## config.mk

```make
export PLATFORM = sky130hd
export DESIGN_NAME = dualRailCompletion
export DESIGN_NICKNAME = d
export VERILOG_FILES = /design/src/rtl/drcPkg.sv /design/src/rtl/drcRailReduce.sv /design/src/rtl/drcHoldCtrl.sv /design/src/rtl/dualRailCompletion.sv
export SDC_FILE = /design/constraint.sdc
export NUM_CORES = 1
export LEC_CHECK = 0
export BUFFER_PORTS_ARGS = -buffer_cell sky130_fd_sc_hd__buf_2
export CAP_MARGIN = 20
export CORE_AREA = 2 2 39 41
export DETAILED_ROUTE_END_ITERATION = 10
export DIE_AREA = 0 0 41 43
export PLACE_DENSITY = 0.39
export SYNTH_ARGS = -nofsm -noshare
export SYNTH_HDL_FRONTEND = slang
export SYNTH_SLANG_ARGS = --single-unit
```

## constraint.sdc

```tcl
create_clock -name clk -period 1 [get_ports clk]
set_input_delay 0.15 -clock clk [delete_from_list [all_inputs] [get_ports clk]]
set_output_delay 0.15 -clock clk [all_outputs]
set_load 0.005 [all_outputs]
```

## src/rtl/drcPkg.sv

```systemverilog
package drcPkg;

  // Word-level summary handed from the rail datapath to the hold control
  typedef struct packed {
    logic allValid;   // every bit has at least one rail high
    logic allEmpty;   // every bit has both rails low
    logic anyIllegal; // some bit has both rails high
  } railSummary_t;

endpackage

```

## src/rtl/drcRailReduce.sv

```systemverilog
module drcRailReduce
  import drcPkg::*;
#(
  parameter int N = 8
) (
  input  logic [N-1:0]  railHi,
  input  logic [N-1:0]  railLo,
  output railSummary_t  summary
);

  logic [N-1:0] bitValid;
  logic [N-1:0] bitIllegal;

  // One reduction cell per bit: presence and illegal-code detect
  for (genvar i = 0; i < N; i++) begin : gBit
    assign bitValid[i]   = railHi[i] | railLo[i];
    assign bitIllegal[i] = railHi[i] & railLo[i];
  end

  always_comb begin
    summary.allValid   = &bitValid;
    summary.allEmpty   = ~|bitValid;
    summary.anyIllegal = |bitIllegal;
  end

endmodule

```

## src/rtl/drcHoldCtrl.sv

```systemverilog
module drcHoldCtrl
  import drcPkg::*;
(
  input  logic          clk,
  input  logic          rst,
  input  railSummary_t  summary,
  output logic          doneQ
);

  // Synchronous model of the multi-input agreement element
  always_ff @(posedge clk) begin
    if (rst)                   doneQ <= 1'b0;
    else if (summary.allValid) doneQ <= 1'b1;
    else if (summary.allEmpty) doneQ <= 1'b0;
  end

  // reset clears the held state, even over a complete word
  assert_reset_clears_R8: assert property (@(posedge clk) rst |=> !doneQ);

  // a complete word sets the flag on the next edge
  assert_full_sets_done_R3: assert property (@(posedge clk) disable iff (rst)
    summary.allValid |=> doneQ);

  // a fully empty word clears the flag on the next edge
  assert_empty_clears_done_R4: assert property (@(posedge clk) disable iff (rst)
    summary.allEmpty |=> !doneQ);

  // a mixed word leaves the flag unchanged
  assert_mixed_holds_R5: assert property (@(posedge clk) disable iff (rst)
    (!summary.allValid && !summary.allEmpty) |=> $stable(doneQ));

endmodule

```

## src/rtl/dualRailCompletion.sv

```systemverilog
module dualRailCompletion
  import drcPkg::*;
#(
  parameter int N = 8
) (
  input  logic          clk,
  input  logic          rst,
  input  logic [N-1:0]  railHi,
  input  logic [N-1:0]  railLo,
  output logic          done,
  output logic          illegal
);

  railSummary_t summary;

  drcRailReduce #(.N(N)) reduce_i (
    .railHi  (railHi),
    .railLo  (railLo),
    .summary (summary)
  );

  drcHoldCtrl ctrl_i (
    .clk     (clk),
    .rst     (rst),
    .summary (summary),
    .doneQ   (done)
  );

  assign illegal = summary.anyIllegal;

  // an illegal bit is never counted as empty
  assert_illegal_not_empty_R7: assert property (@(posedge clk) disable iff (rst)
    illegal |-> !summary.allEmpty);

  // the illegal flag follows the rails with no clock delay
  assert_illegal_needs_pair_R6: assert property (@(posedge clk) disable iff (rst)
    illegal |-> ((railHi & railLo) != '0));

endmodule

```

# == After elaboration in Yosys (flattened, before gate mapping) ==
# Index checks and enable logic that the tools add are counted.
# word_totals
regBits,1
inputBits,18
out_inout_bits,2
elab_cells,23
# classes
eq_ne,1
mux,2
bitwise,16
n_reduce_logical,3
# ops
operator,count
$reduce_or 8->1,2
$and 1x1->1,8
$or 1x1->1,8
$reduce_and 8->1,1
$mux 1,2
$ne 2x1->1 const B,1

# == Longest topological paths before layout ==
# logic_depth
depth_word,4
ltp_mapped,3
mapped_depth_nobuf,3

# == By module ==
# Synthesis repeated with hierarchy kept, for this count alone.
# hier_totals
cells_unflattened,21
area_unflattened_um2,148.9
# modules_own_cells
mod,n_inst,cells_per_inst,area_each_um2,seq_area_each_um2
drcRailReduce,1,17,110.1,0.0
drcHoldCtrl,1,4,38.8,20.0

# == Least setup slack after synthesis ==
# No wires, ideal clock.
# synth_timing
path_type,input to register
from,input port railLo[5]
to,register ctrl_i.doneQ
setup_ns,0.117
t_arrival_ns,0.745
t_required_ns,0.883
slack_ns,0.138
cell_stages,3
n_path_buf,0
path_cell_list,nor4_2 > nand4_1 > a32o_1
# synth_via
elab_chain_len,3
word_cells_on_any_way,5
cone_classes,1 x eq/ne; 1 x mux; 1 x bitwise; 2 x reduce/logical
# synth_lines
item,line_no,source
start: declaration,dualRailCompletion.sv:9,"input logic [N-1:0] railLo,"
$or 1x1->1 (*),drcRailReduce.sv:16,assign bitValid[i] = railHi[i] | railLo[i];
$reduce_or 8->1 / $reduce_and 8->1 (equally long branches),"drcRailReduce.sv:22, drcRailReduce.sv:21",
$ne 2x1->1 (no line) / $mux 1 (equally long branches),n/a,
end signal: assignment,drcHoldCtrl.sv:12,if (rst) doneQ <= 1'b0;
end signal: assignment,drcHoldCtrl.sv:13,else if (summary.allValid) doneQ <= 1'b1;
end signal: assignment,drcHoldCtrl.sv:14,else if (summary.allEmpty) doneQ <= 1'b0;
end: declaration,drcHoldCtrl.sv:7,output logic doneQ
# Mark *: on every way between the ends. The rest lies on a longest branch, timed or not.
# A chain may end at the register's enable or synchronous reset.

# == Final worst setup path ==
# layout_timing
from,input port railHi[4]
to,register ctrl_i.doneQ
# layout_via
elab_chain_len,3
word_cells_on_any_way,5
cone_classes,1 x eq/ne; 1 x mux; 1 x bitwise; 2 x reduce/logical
# layout_lines
item,line_no,source
start: declaration,dualRailCompletion.sv:8,"input logic [N-1:0] railHi,"
$or 1x1->1 (*),drcRailReduce.sv:16,
$reduce_or 8->1 / $reduce_and 8->1 (equally long branches),"drcRailReduce.sv:22, drcRailReduce.sv:21",
$ne 2x1->1 (no line) / $mux 1 (equally long branches),n/a,
# Marks and branches as above.

==> results by group <==
STA
  – Fin crit period: 1.009 ns
  – Final Skew: 0 ns
  – Fin. Hold Viols: 0
  – RSZ-0062 raised after global routing: true
  – Crit share post-route: 100.9%
  – Normalized max-slew margin: 84.83%
  – Setup violators final: 1
  – Highest clock rate: 991.5 MHz
  – Final Max Tran Viols: 0
  – Hold WS: 0.4799 ns
  – Setup WS post-layout: -0.008613 ns
  – Worst slew pin tran: 0.2255 ns

Critical path
  – CP max stage delay: 0.27 ns
  – Crit Reg-Reg Startpoint: ctrl_i.doneQ$_SDFFE_PP0P_
  – Startpoint types: input pin
  – Req. time, crit path: 0.88 ns
  – CP Class: in -> reg
  – Reg2Reg Depth: 1
  – Reg-to-reg endpoint: ctrl_i.doneQ$_SDFFE_PP0P_
  – Highest-delay cell along the critical path: nor4_4
  – CP cell instances: buf_8 -> nor4_4 -> nand4_1 -> a32o_1
  – Max FO, Critical Path: 2
  – Critical Path End Type: flip-flop
  – R2r setup slk: 0.39 ns
  – Critical Path AT: 0.89 ns

Pwr
  – Worst vdd ir: 0.0002606 V
  – Pwr Total: 0.0001960 W
  – Flop pwr share: 22.9%
  – Pwr Density: 470.4 nW/µm²
  – Sw frac: 32.31%
  – Clk pwr share: 0%
  – Comb pwr share: 77.1%
  – Internal power: 0.0001327 W
  – Switching power: 0.00006334 W
  – Pleak: 0.1821 nW

GRT
  – Largest net degree at the start of global routing: 4
  – Vias in the first global route: 258
  – Total grt overflow: 0
  – Initial antenna violation count: 0
  – GRT Util Overall: 7.508%
  – First-pass GRT wire length: 966 µm

Routing
  – Via Count: 295
  – DR iter-0 viols: 1
  – First-pass detailed-route iteration total: 3
  – ANT nets after route: 0
  – Routed length per instance: 10.82 µm
  – Total routed wirelength: 714 µm
  – DRC errors left: 0
  – Vias per cell: 4.470

Job
  – Max-Cap Viols: 0

Cells and area
  – N_diodes: 0
  – Post-layout net count: 70
  – Fill count: 153
  – Top flop regs: ctrl_i.doneQ (1)
  – Post-layout instance area: 416.7 µm²
  – Share of cells above drive strength 1: 72.00%
  – Synth-to-Final Area Change: 156.2%
  – Largest Register: ctrl_i.doneQ
  – Max reg flops: 1

Floorplanning
  – Row count: 14
  – Chip Width: 41 µm
  – Full die area: 1763 µm²
  – Core ar.: 1384 µm²
  – Starting density of the core: 11.75%
  – Top Ports: 20
  – Die Y: 43 µm

Placement
  – Dpl cell area: 352.8 µm²
  – IO buf count: 19
  – RePlAce Congestion: 0.6253
  – Dpl ws: -0.1008 ns
  – Final HPWL DP: 639.3 µm

Synthesis
  – Post-synthesis mux area share: 0%
  – Post-synthesis sequential area ratio: 12.31%
  – Most instantiated cells after synthesis: a22oi_1, nor4_2, nor2_1, o22ai_1, nand4_1
  – Synthesized instance count: 20
  – Post-Synth XOR/XNOR Area: 0%
  – Largest family of logic cells by synthesized area: simple AND/OR/NAND/NOR gates
  – Synth area leader: nor4_2
  – Post-synthesis simple-gate area fraction: 49.23%
  – Mapped Nets: 38
  – Post-synthesis compound-gate area fraction: 36.15%
  – Mapped Area: 162.7 µm²
  – Post-synth EDFFs: 0
  – Adder-Cell Fraction of Synth Area: 0%
  – Synth top area share: 30.77%
  – Synth Flop Type: dfxtp_1
  – Syn avg cell area: 8.133 µm²
  – YS warnings: 0
  – Synth area leaders: nor4_2, a22oi_1, dfxtp_1
  – Unique cell type count in the Yosys netlist: 9
  – Asr flop ratio synth: 0%
  – #FFs+latches synth: 1

Clock tree
  – Clock transition at path regs: 0 ns
  – CTS hold repair buffers: 0
  – Clk_lat worst skew: 0 ns

Status
  – Failing checks: setup timing
  – Status: finished with violations

Worst hold path
  – Worst Hold Depth: 3
  – End of the worst hold path: ctrl_i.doneQ$_SDFFE_PP0P_
  – Hold wc startpoint: rst
  – Hold WC Path Type: in -> reg
## timing repair
| item | in CTS | in global routing |
|---|---|---|
| buffers inserted | 1 | 0 |
| pin swaps | 4 | 3 |
| gates resized for setup | 9 | 3 |
| setup endpoints to repair | 2 | 2 |
## metal layers
layer  share of wire [%]  GRT usage (%)  up-vias
li1                    -              -      150
met1                  45          11.78      125
met2                  39          11.25       20
met3                  16          1.047        0
met4                   0              0        0
met5                   0              0        -
## cells in the final DEF, fill, tap and decap left out
cell	n
a22oi_1	2
a22oi_2	2
a32o_1	1
buf_2	15
buf_4	11
buf_6	3
buf_8	1
dfxtp_1	1
inv_1	1
nand4_1	2
nor2_1	3
nor4_1	1
nor4_2	2
nor4_4	2
o22ai_1	3
## critical path: cells and delay by family
family          cells  cell delay, ns
simple gates        2            0.39
compound gates      1            0.25
buf+inv             1            0.10
## power groups by stage
stage | combinational [W] | sequential, W | clock, W
after floorplan | 0.0000290 | 0.0000451 | 0
after global placement | 0.000125 | 0.0000451 | 0
after detailed placement | 0.000124 | 0.0000449 | 0
after CTS | 0.000148 | 0.0000449 | 0
after global routing | 0.000164 | 0.0000453 | 0
final | 0.000151 | 0.0000448 | 0
## cell families (layout without fill, tap and decap cells)
kind of cell / count (synthesis) / count (layout)
flops: 1 / 1
buf+inv: 1 / 31
simple gates: 10 / 10
compound gates: 8 / 8
## per-stage QoR
stage,TNS [ns],instances,utilization (%)
2_1_floorplan,0,20,-
3_3_place_gp,-0.07988,65,25.50
3_5_place_dp,-0.1059,65,25.50
4_1_cts,-0.03033,66,29.29
5_1_grt,-0.05868,66,30.11
6_report,-0.008613,66,30.11
## worst max-delay path by stage
stage          startpoint                        end  slack, ns  cells past startpoint
2_1_floorplan   railLo[5]  ctrl_i.doneQ$_SDFFE_PP0P_       0.14                      3
3_3_place_gp    railLo[3]  ctrl_i.doneQ$_SDFFE_PP0P_      -0.08                      4
3_5_place_dp    railLo[3]  ctrl_i.doneQ$_SDFFE_PP0P_      -0.10                      4
4_1_cts         railHi[4]  ctrl_i.doneQ$_SDFFE_PP0P_      -0.03                      4
5_1_grt         railHi[4]  ctrl_i.doneQ$_SDFFE_PP0P_      -0.06                      4
6_report        railHi[4]  ctrl_i.doneQ$_SDFFE_PP0P_     -0.009                      4
## layout make-up
cell class	count	area (µm²)	area share (%)
multi-input cells	18	166.4	39.94
flip-flops and latches	1	20.02	4.805
inverters	1	3.754	0.9009
well taps	16	20.02	4.805
repair buffers	30	206.4	49.55
Power figures use the tool's default switching activity.
